--- src/rtl/evq_pkg.sv ---
package evq_pkg;
  typedef logic [31:0] word_t;

  // register offsets (byte addresses)
  localparam int unsigned OFS_POP  = 0;
  localparam int unsigned OFS_LEN  = 4;
  localparam int unsigned OFS_DATA = 8;

  // page selector encodings
  localparam word_t PG_NAME     = 32'h0000_0000;
  localparam word_t PG_MASK_BAS = 32'h0001_0000;
  localparam word_t PG_RANGE    = 32'h0002_0003;

  typedef enum logic [15:0] {
    EVT_SYN = 16'd0,
    EVT_KEY = 16'd1,
    EVT_REL = 16'd2,
    EVT_ABS = 16'd3
  } ev_kind_e;

  typedef enum logic [2:0] {
    PK_NAME,
    PK_KEY,
    PK_REL,
    PK_ABS,
    PK_RANGE,
    PK_NONE
  } page_kind_e;
endpackage

--- src/rtl/evq_rst_sync.sv ---
module evq_rst_sync #(
  parameter int STAGES = 2
) (
  input  logic clk,
  input  logic rst_n,
  output logic rst_n_sync
);
  logic [STAGES-1:0] chain_q;

  generate
    for (genvar s = 0; s < STAGES; s++) begin : g_stage
      if (s == 0) begin : g_first
        always_ff @(posedge clk or negedge rst_n) begin
          if (!rst_n) chain_q[s] <= 1'b0;
          else        chain_q[s] <= 1'b1;
        end
      end else begin : g_rest
        always_ff @(posedge clk or negedge rst_n) begin
          if (!rst_n) chain_q[s] <= 1'b0;
          else        chain_q[s] <= chain_q[s-1];
        end
      end
    end
  endgenerate

  assign rst_n_sync = chain_q[STAGES-1];
endmodule

--- src/rtl/evq_word_ring.sv ---
module evq_word_ring
  import evq_pkg::*;
#(
  parameter int DEPTH = 24,
  localparam int PW = (DEPTH > 1) ? $clog2(DEPTH) : 1,
  localparam int CW = $clog2(DEPTH + 1)
) (
  input  logic          clk,
  input  logic          rst_n,
  input  logic          push_i,
  input  word_t         w0_i,
  input  word_t         w1_i,
  input  word_t         w2_i,
  input  logic          pop_i,
  output word_t         head_o,
  output logic [CW-1:0] level_o
);
  localparam int SLACK = DEPTH - 3;

  word_t          mem [DEPTH];
  logic [PW-1:0]  wr_q, wr_d, rd_q, rd_d;
  logic [CW-1:0]  lvl_q, lvl_d;
  logic           room, push_ok, pop_ok;

  function automatic logic [PW-1:0] adv(input logic [PW-1:0] p, input int n);
    int s;
    s = int'(p) + n;
    if (s >= DEPTH) s = s - DEPTH;
    return PW'(s);
  endfunction

  always_comb begin
    room    = int'(lvl_q) <= SLACK;
    push_ok = push_i && room;
    pop_ok  = pop_i && (lvl_q != '0);
    wr_d    = wr_q;
    rd_d    = rd_q;
    lvl_d   = lvl_q;
    if (push_ok) wr_d = adv(wr_q, 3);
    if (pop_ok)  rd_d = adv(rd_q, 1);
    case ({push_ok, pop_ok})
      2'b10:   lvl_d = lvl_q + CW'(3);
      2'b01:   lvl_d = lvl_q - CW'(1);
      2'b11:   lvl_d = lvl_q + CW'(2);
      default: lvl_d = lvl_q;
    endcase
  end

  always_ff @(posedge clk or negedge rst_n) begin
    if (!rst_n) begin
      wr_q  <= '0;
      rd_q  <= '0;
      lvl_q <= '0;
    end else begin
      wr_q  <= wr_d;
      rd_q  <= rd_d;
      lvl_q <= lvl_d;
    end
  end

  always_ff @(posedge clk) begin
    if (push_ok) begin
      mem[wr_q]         <= w0_i;
      mem[adv(wr_q, 1)] <= w1_i;
      mem[adv(wr_q, 2)] <= w2_i;
    end
  end

  assign head_o  = (lvl_q != '0) ? mem[rd_q] : '0;
  assign level_o = lvl_q;

  AST_NO_OVERFLOW: assert property (@(posedge clk) disable iff (!rst_n)
    int'(lvl_q) <= DEPTH);
  AST_DROP_KEEPS_LEVEL: assert property (@(posedge clk) disable iff (!rst_n)
    (push_i && int'(lvl_q) > SLACK && !pop_i) |=> $stable(lvl_q));
  AST_EMPTY_POP_STILL: assert property (@(posedge clk) disable iff (!rst_n)
    (pop_i && lvl_q == '0 && !push_i) |=> ($stable(rd_q) && lvl_q == '0));
  AST_TRIPLE_ADD: assert property (@(posedge clk) disable iff (!rst_n)
    (push_i && int'(lvl_q) <= SLACK && !pop_i) |=> (lvl_q == $past(lvl_q) + CW'(3)));
endmodule

--- src/rtl/evq_page_rom.sv ---
module evq_page_rom
  import evq_pkg::*;
#(
  parameter int IDX_W = 6,
  parameter int NAME_CHARS = 6,
  parameter logic [8*NAME_CHARS-1:0] NAME_TEXT = "evqkbd",
  parameter int MASK_BYTES = 4,
  parameter logic [8*MASK_BYTES-1:0] KEY_MASK = 32'h0000_1F06,
  parameter logic [8*MASK_BYTES-1:0] REL_MASK = 32'h0000_0003,
  parameter logic [8*MASK_BYTES-1:0] ABS_MASK = 32'h0000_0007,
  parameter int ABS_AXES = 3,
  parameter logic [32*ABS_AXES-1:0] ABS_MIN = {32'd0, 32'd16, 32'd0},
  parameter logic [32*ABS_AXES-1:0] ABS_MAX = {32'd1, 32'd479, 32'd319}
) (
  input  word_t            page_i,
  input  logic [IDX_W-1:0] idx_i,
  output word_t            len_o,
  output word_t            data_o
);
  localparam int RANGE_WORDS = 4 * ABS_AXES;

  page_kind_e kind;
  int         idx;
  logic [8*MASK_BYTES-1:0] mask_sel;

  always_comb begin
    kind = PK_NONE;
    if (page_i == PG_NAME)  kind = PK_NAME;
    else if (page_i == PG_RANGE) kind = PK_RANGE;
    else if (page_i[31:16] == PG_MASK_BAS[31:16]) begin
      case (page_i[15:0])
        EVT_KEY: kind = PK_KEY;
        EVT_REL: kind = PK_REL;
        EVT_ABS: kind = PK_ABS;
        default: kind = PK_NONE;
      endcase
    end
  end

  always_comb begin
    case (kind)
      PK_KEY:  mask_sel = KEY_MASK;
      PK_REL:  mask_sel = REL_MASK;
      PK_ABS:  mask_sel = ABS_MASK;
      default: mask_sel = '0;
    endcase
  end

  always_comb begin
    idx    = int'(idx_i);
    len_o  = '0;
    data_o = '0;
    case (kind)
      PK_NAME: begin
        len_o = 32'(NAME_CHARS);
        if (idx < NAME_CHARS)
          data_o = {24'd0, NAME_TEXT[8*(NAME_CHARS-1-idx) +: 8]};
      end
      PK_KEY, PK_REL, PK_ABS: begin
        len_o = 32'(MASK_BYTES);
        if (idx < MASK_BYTES)
          data_o = {24'd0, mask_sel[8*idx +: 8]};
      end
      PK_RANGE: begin
        len_o = 32'(RANGE_WORDS);
        if (idx < RANGE_WORDS) begin
          case (idx_i[1:0])
            2'd0:    data_o = ABS_MIN[32*(idx/4) +: 32];
            2'd1:    data_o = ABS_MAX[32*(idx/4) +: 32];
            default: data_o = '0;
          endcase
        end
      end
      default: begin
        len_o  = '0;
        data_o = '0;
      end
    endcase
  end
endmodule

--- src/rtl/evq_irq_gate.sv ---
module evq_irq_gate #(
  parameter int CW = 5
) (
  input  logic          clk,
  input  logic          rst_n,
  input  logic          arm_i,
  input  logic [CW-1:0] level_i,
  output logic          armed_o,
  output logic          irq_o
);
  logic armed_q, armed_d;

  always_comb begin
    armed_d = armed_q;
    if (arm_i) armed_d = 1'b1;
  end

  always_ff @(posedge clk or negedge rst_n) begin
    if (!rst_n) armed_q <= 1'b0;
    else        armed_q <= armed_d;
  end

  assign armed_o = armed_q;
  assign irq_o   = armed_q && (int'(level_i) >= 3);

  AST_ARM_STICKY: assert property (@(posedge clk) disable iff (!rst_n)
    armed_q |=> armed_q);
endmodule

--- src/rtl/evq_input_dev.sv ---
module evq_input_dev
  import evq_pkg::*;
#(
  parameter int ADDR_W = 8,
  parameter int DEPTH_WORDS = 24,
  parameter int NAME_CHARS = 6,
  parameter logic [8*NAME_CHARS-1:0] NAME_TEXT = "evqkbd",
  parameter int MASK_BYTES = 4,
  parameter logic [8*MASK_BYTES-1:0] KEY_MASK = 32'h0000_1F06,
  parameter logic [8*MASK_BYTES-1:0] REL_MASK = 32'h0000_0003,
  parameter logic [8*MASK_BYTES-1:0] ABS_MASK = 32'h0000_0007,
  parameter int ABS_AXES = 3,
  parameter logic [32*ABS_AXES-1:0] ABS_MIN = {32'd0, 32'd16, 32'd0},
  parameter logic [32*ABS_AXES-1:0] ABS_MAX = {32'd1, 32'd479, 32'd319}
) (
  input  logic              clk,
  input  logic              rst_n,
  input  logic              ev_valid,
  input  logic [31:0]       ev_type,
  input  logic [31:0]       ev_code,
  input  logic [31:0]       ev_value,
  input  logic              bus_rd,
  input  logic              bus_wr,
  input  logic [ADDR_W-1:0] bus_addr,
  input  logic [31:0]       bus_wdata,
  output logic [31:0]       bus_rdata,
  output logic              irq
);
  localparam int IDX_W = ADDR_W - 2;
  localparam int CW    = $clog2(DEPTH_WORDS + 1);

  logic             rst_ni;
  logic             at_pop, at_len, at_data;
  logic             pop, arm, page_we;
  logic [IDX_W-1:0] data_idx;
  word_t            page_q, page_d;
  word_t            head, pg_len, pg_data;
  logic [CW-1:0]    level;
  logic             armed;

  evq_rst_sync #(.STAGES(2)) u_rst (
    .clk        (clk),
    .rst_n      (rst_n),
    .rst_n_sync (rst_ni)
  );

  // address decode
  always_comb begin
    at_pop   = int'(bus_addr) == OFS_POP;
    at_len   = int'(bus_addr) == OFS_LEN;
    at_data  = (int'(bus_addr) >= OFS_DATA) && (bus_addr[1:0] == 2'b00);
    data_idx = bus_addr[ADDR_W-1:2] - IDX_W'(OFS_DATA / 4);
    pop      = bus_rd && at_pop;
    page_we  = bus_wr && at_pop;
    arm      = bus_rd && at_len && (page_q == PG_RANGE);
  end

  always_comb begin
    page_d = page_q;
    if (page_we) page_d = bus_wdata;
  end

  always_ff @(posedge clk or negedge rst_ni) begin
    if (!rst_ni) page_q <= PG_NAME;
    else         page_q <= page_d;
  end

  evq_word_ring #(.DEPTH(DEPTH_WORDS)) u_ring (
    .clk     (clk),
    .rst_n   (rst_ni),
    .push_i  (ev_valid),
    .w0_i    (ev_type),
    .w1_i    (ev_code),
    .w2_i    (ev_value),
    .pop_i   (pop),
    .head_o  (head),
    .level_o (level)
  );

  evq_page_rom #(
    .IDX_W      (IDX_W),
    .NAME_CHARS (NAME_CHARS),
    .NAME_TEXT  (NAME_TEXT),
    .MASK_BYTES (MASK_BYTES),
    .KEY_MASK   (KEY_MASK),
    .REL_MASK   (REL_MASK),
    .ABS_MASK   (ABS_MASK),
    .ABS_AXES   (ABS_AXES),
    .ABS_MIN    (ABS_MIN),
    .ABS_MAX    (ABS_MAX)
  ) u_pages (
    .page_i (page_q),
    .idx_i  (data_idx),
    .len_o  (pg_len),
    .data_o (pg_data)
  );

  evq_irq_gate #(.CW(CW)) u_irq (
    .clk     (clk),
    .rst_n   (rst_ni),
    .arm_i   (arm),
    .level_i (level),
    .armed_o (armed),
    .irq_o   (irq)
  );

  always_comb begin
    bus_rdata = '0;
    if (at_pop)       bus_rdata = head;
    else if (at_len)  bus_rdata = pg_len;
    else if (at_data) bus_rdata = pg_data;
  end

  AST_QUIET_BEFORE_ARM: assert property (@(posedge clk) disable iff (!rst_ni)
    !armed |-> !irq);
  AST_IRQ_LOW_EMPTY: assert property (@(posedge clk) disable iff (!rst_ni)
    (level == '0) |-> !irq);
  AST_SIDE_READ_KEEPS: assert property (@(posedge clk) disable iff (!rst_ni)
    (bus_rd && !at_pop && !ev_valid) |=> $stable(level));
endmodule

--- config.mk ---
export PLATFORM = sky130hd
export DESIGN_NAME = evq_input_dev
export DESIGN_NICKNAME = d
export VERILOG_FILES = /design/src/rtl/evq_pkg.sv /design/src/rtl/evq_rst_sync.sv /design/src/rtl/evq_word_ring.sv /design/src/rtl/evq_page_rom.sv /design/src/rtl/evq_irq_gate.sv /design/src/rtl/evq_input_dev.sv
export SDC_FILE = /design/constraint.sdc
export NUM_CORES = 2
export LEC_CHECK = 0
export BUFFER_PORTS_ARGS = -buffer_cell sky130_fd_sc_hd__buf_2
export CORE_AREA = 2 2 356 358
export CTS_BUF_LIST = sky130_fd_sc_hd__clkbuf_8
export DETAILED_ROUTE_END_ITERATION = 6
export DIE_AREA = 0 0 358 360
export PLACE_DENSITY_LB_ADDON = 0.25
export SLEW_MARGIN = 0
export SYNTH_ARGS = -nofsm -noshare
export SYNTH_HDL_FRONTEND = slang
export SYNTH_SLANG_ARGS = --single-unit
--- constraint.sdc ---
create_clock -name clk -period 2.7 [get_ports clk]
set_input_delay 0.135 -clock clk [delete_from_list [all_inputs] [get_ports clk]]
set_output_delay 0.135 -clock clk [all_outputs]
set_load 0.01 [all_outputs]
==> results.py <==
metrics = {
    "yosys": {
        "ys.flop_type": "edfxtp_1",
        "yosysMostFrequentCell": "mux2i_1",
        "synth-async-reset-ratio_pct": 6.11,
        "yosysSeqAreaShare_pct": 49.0,
        "synth_cell_type_count": 73,
        "synthesis.area_um2": 49600,
        "postSynthCellCount": 4341,
        "yosysTopAreaCell": "edfxtp_1",
        "synth_area_per_cell_um2": 11.4,
        "synth_nets": 4506,
        "netlist_top_cells_area": "edfxtp_1, mux2i_1, mux4_2",
        "yosysTopAreaCellShare_pct": 46.5,
        "synth_edf_count": 768,
        "synth-seq-cells": 818,
        "synth_commonest_cells": "mux2i_1, edfxtp_1, nand2_1",
        "yosys_warnings": 0,
    },
    "setup_path": {
        "end_kind": "primary output",
        "criticalPathCategory": "reg -> out",
        "crit_top_cell": "mux4_2",
        "crit_chain": "buf_12, buf_16, buf_4, mux4_2, mux4_2, nor2_2, a211oi_2, buf_2",
        "critical_path.max_stage_delay_ns": 0.59,
        "arrival_ns": 3.42,
        "start_kind": "flop",
        "slowest_stage": "a211oi_2",
        "cp_max_fo": 7,
        "worstPathRequired_ns": 2.57,
    },
    "finish": {
        "n_fill_cell": 11000,
        "area_growth_pct": 22.6,
        "fin_nets": 4878,
        "instances_no_fill": 6491,
        "postLayoutCellArea_um2": 60900,
        "drive_gt1_share_pct": 22.5,
    },
    "sta": {
        "rsz0062_at_grt": "true",
        "worstMarginPinSlew_ns": 0.663,
        "finalHoldViolCount": 0,
        "setup_viol_count_final": 32,
        "fmax_mhz": 281,
        "timing.final.crit_share_pct": 132,
        "min_period_ns": 3.56,
        "drv_slew": 0,
        "relSlewSlack_pct": 55.8,
        "setup_ws_ns": -0.856,
        "holdWs_ns": 0.0262,
        "clock_skew_ns": 0.0307,
    },
    "cts": {
        "ctsRootBufferMaster": "clkbuf_8",
        "cts_tree": "done",
        "h-tree-depth": 4,
        "clkSlewWorstSetupHoldPaths_ns": 0.06,
        "clock-sinks": 818,
        "clock_path_buffers": 3,
        "cts_buffers": 151,
        "insertion_delay_ns": 0.91,
    },
    "outcome": {
        "violations": "DRC, setup timing",
        "outcome": "complete, but fails checks",
    },
    "route": {
        "drtIter0Drc": 5499,
        "dr.pass1.iters": 7,
        "wl_mm": 195,
        "via_count": 39300,
        "viasPerCell": 6.05,
        "wl_per_cell_um": 30.0,
        "drc": 1,
        "ant_nets": 0,
    },
    "global_routing": {
        "grt_max_degree": 65,
        "grtUsageMet2_pct": 46.7,
        "grt.busiest_layer": "met2",
        "gr-total-overflow": 0,
        "grt_usage_pct": 29.8,
        "grt_pass1_wl_mm": 277,
        "grt_util_met1_pct": 40.5,
        "first_global_vias": 37900,
        "use_met3_pct": 5.18,
        "antenna_found_initial": 15,
    },
    "floorplanning": {
        "initial_utilization_pct": 39.7,
        "row_count": 130,
        "core_um2": 125000,
        "io_pins": 174,
        "die_x_um": 358,
        "dieArea_um2": 129000,
        "dieHeight_um": 360,
    },
    "placed_design": {
        "finalWeightedCongestion": 0.883,
        "io_buffers": 173,
        "hpwl_mm": 117,
        "dp_cells": 5960,
        "place_ws_ns": -0.130,
        "placed_area_um2": 54800,
    },
    "pwr": {
        "peakVddDrop_mv": 0.580,
        "p_leak_nw": 24.9,
        "power_density_nw_per_um2": 729,
        "p_total_mw": 44.4,
    },
    "hold_path": {
        "worstHoldPathType": "in -> reg",
    },
    "job": {
        "maxCapViolCount": 0,
    },
}
[cell type report]
cell class	count	area (µm²)	area share, %
sequential	818	24300	40.0
multi-input combinational	2992	23700	38.9
timing repair buffer	733	7980	13.1
tap	1650	2060	3.39
inverter	17	78.8	0.130
antenna	9	22.5	0.0370
clock buffer	158	2170	3.57
clock inverter	114	508	0.835
[final timing paths]
path                                             from                            to  slack (ns)  cells after the start
min                                       bus_addr[5]    u_ring.rd_q[0]$_DFFE_PN0P_        0.03                      7
min in group asynchronous                       rst_n    u_rst.chain_q[0]$_DFF_PN0_        0.09                      3
max in group asynchronous  u_rst.rst_n_sync$_DFF_PN0_        page_q[17]$_DFFE_PN0P_        1.74                      1
max                        u_ring.rd_q[0]$_DFFE_PN0P_                 bus_rdata[12]       -0.86                      8
min reg2reg                u_rst.rst_n_sync$_DFF_PN0_    u_ring.wr_q[0]$_DFFE_PN0P_        0.29                      0
max reg2reg                u_ring.wr_q[1]$_DFFE_PN0P_  u_ring.mem[18][15]$_DFFE_PP_        0.07                     10
[cell families (layout without fill, tap and decap cells)]
group,after synthesis,in the layout,synth area share [%]
compound gates,907,907,9.70
buf+inv,531,1022,5.11
other cells,1,10,0.00756
simple gates,983,983,8.23
flops,818,818,49.0
mux,1061,1061,27.0
fa+ha+maj,24,24,0.605
xor+xnor,16,16,0.320
[through the flow]
| step | TNS, ns | util (%) |
|---|---|---|
| after floorplan | -298.52 | - |
| after global placement | -1.95 | 43.9 |
| after detailed placement | -5.31 | 43.9 |
| after CTS | -25.34 | 48.4 |
| after global routing | -24.77 | 48.7 |
| final | -22.66 | 48.7 |
[what timing repair did]
action | CTS | global route
hold endpoints to repair | 814 | 1
pin swaps | 13 | 30
buffers inserted | 26 | 20
hold buffers | 199 | 1
gates cloned | 11 | 2
resized for setup | 96 | 51
setup endpoints to repair | 277 | 292
[state kept, by name, summed over array words and instances (netlist names)]
name,cells
u_ring.mem,768
u_ring.rd_q,5
u_ring.wr_q,5
u_irq.armed_o,1
u_ring.level_o,5
page_q,32
u_rst.chain_q,1
u_rst.rst_n_sync,1
[worst max-delay path: cells and delay by family (launching register included)]
kind / cells / cell delay (ns)
flip-flops: 1 / 0.52
AND/OR/NAND/NOR: 1 / 0.05
buffers and inverters: 4 / 0.74
AO/OA/AOI/OAI: 1 / 0.59
multiplexers: 2 / 0.61
[layer usage]
layer	up-vias	wire length, µm
met2	2345	89900
met3	473	18600
met4	4	8480
met1	19600	77800
li1	16900	-
met5	-	24
[layout by cell type, fill, tap and decap left out, drive strengths merged, types with 81 or more instances in the layout]
master and n:
mux2i 806, edfxtp 768, nand2 571, o21ai 544, buf 530, nor2 337, a21oi 278, mux4 220
dlygate4sd3 199, clkbuf 160, inv 81
[where the power goes]
group	switching, mW	internal (mW)	leakage [nW]
Sequential	0.655	17.1	7.61
Clock	5.75	5.49	1.60
Combinational	9.51	5.90	15.7
Power figures use the tool's default switching activity.
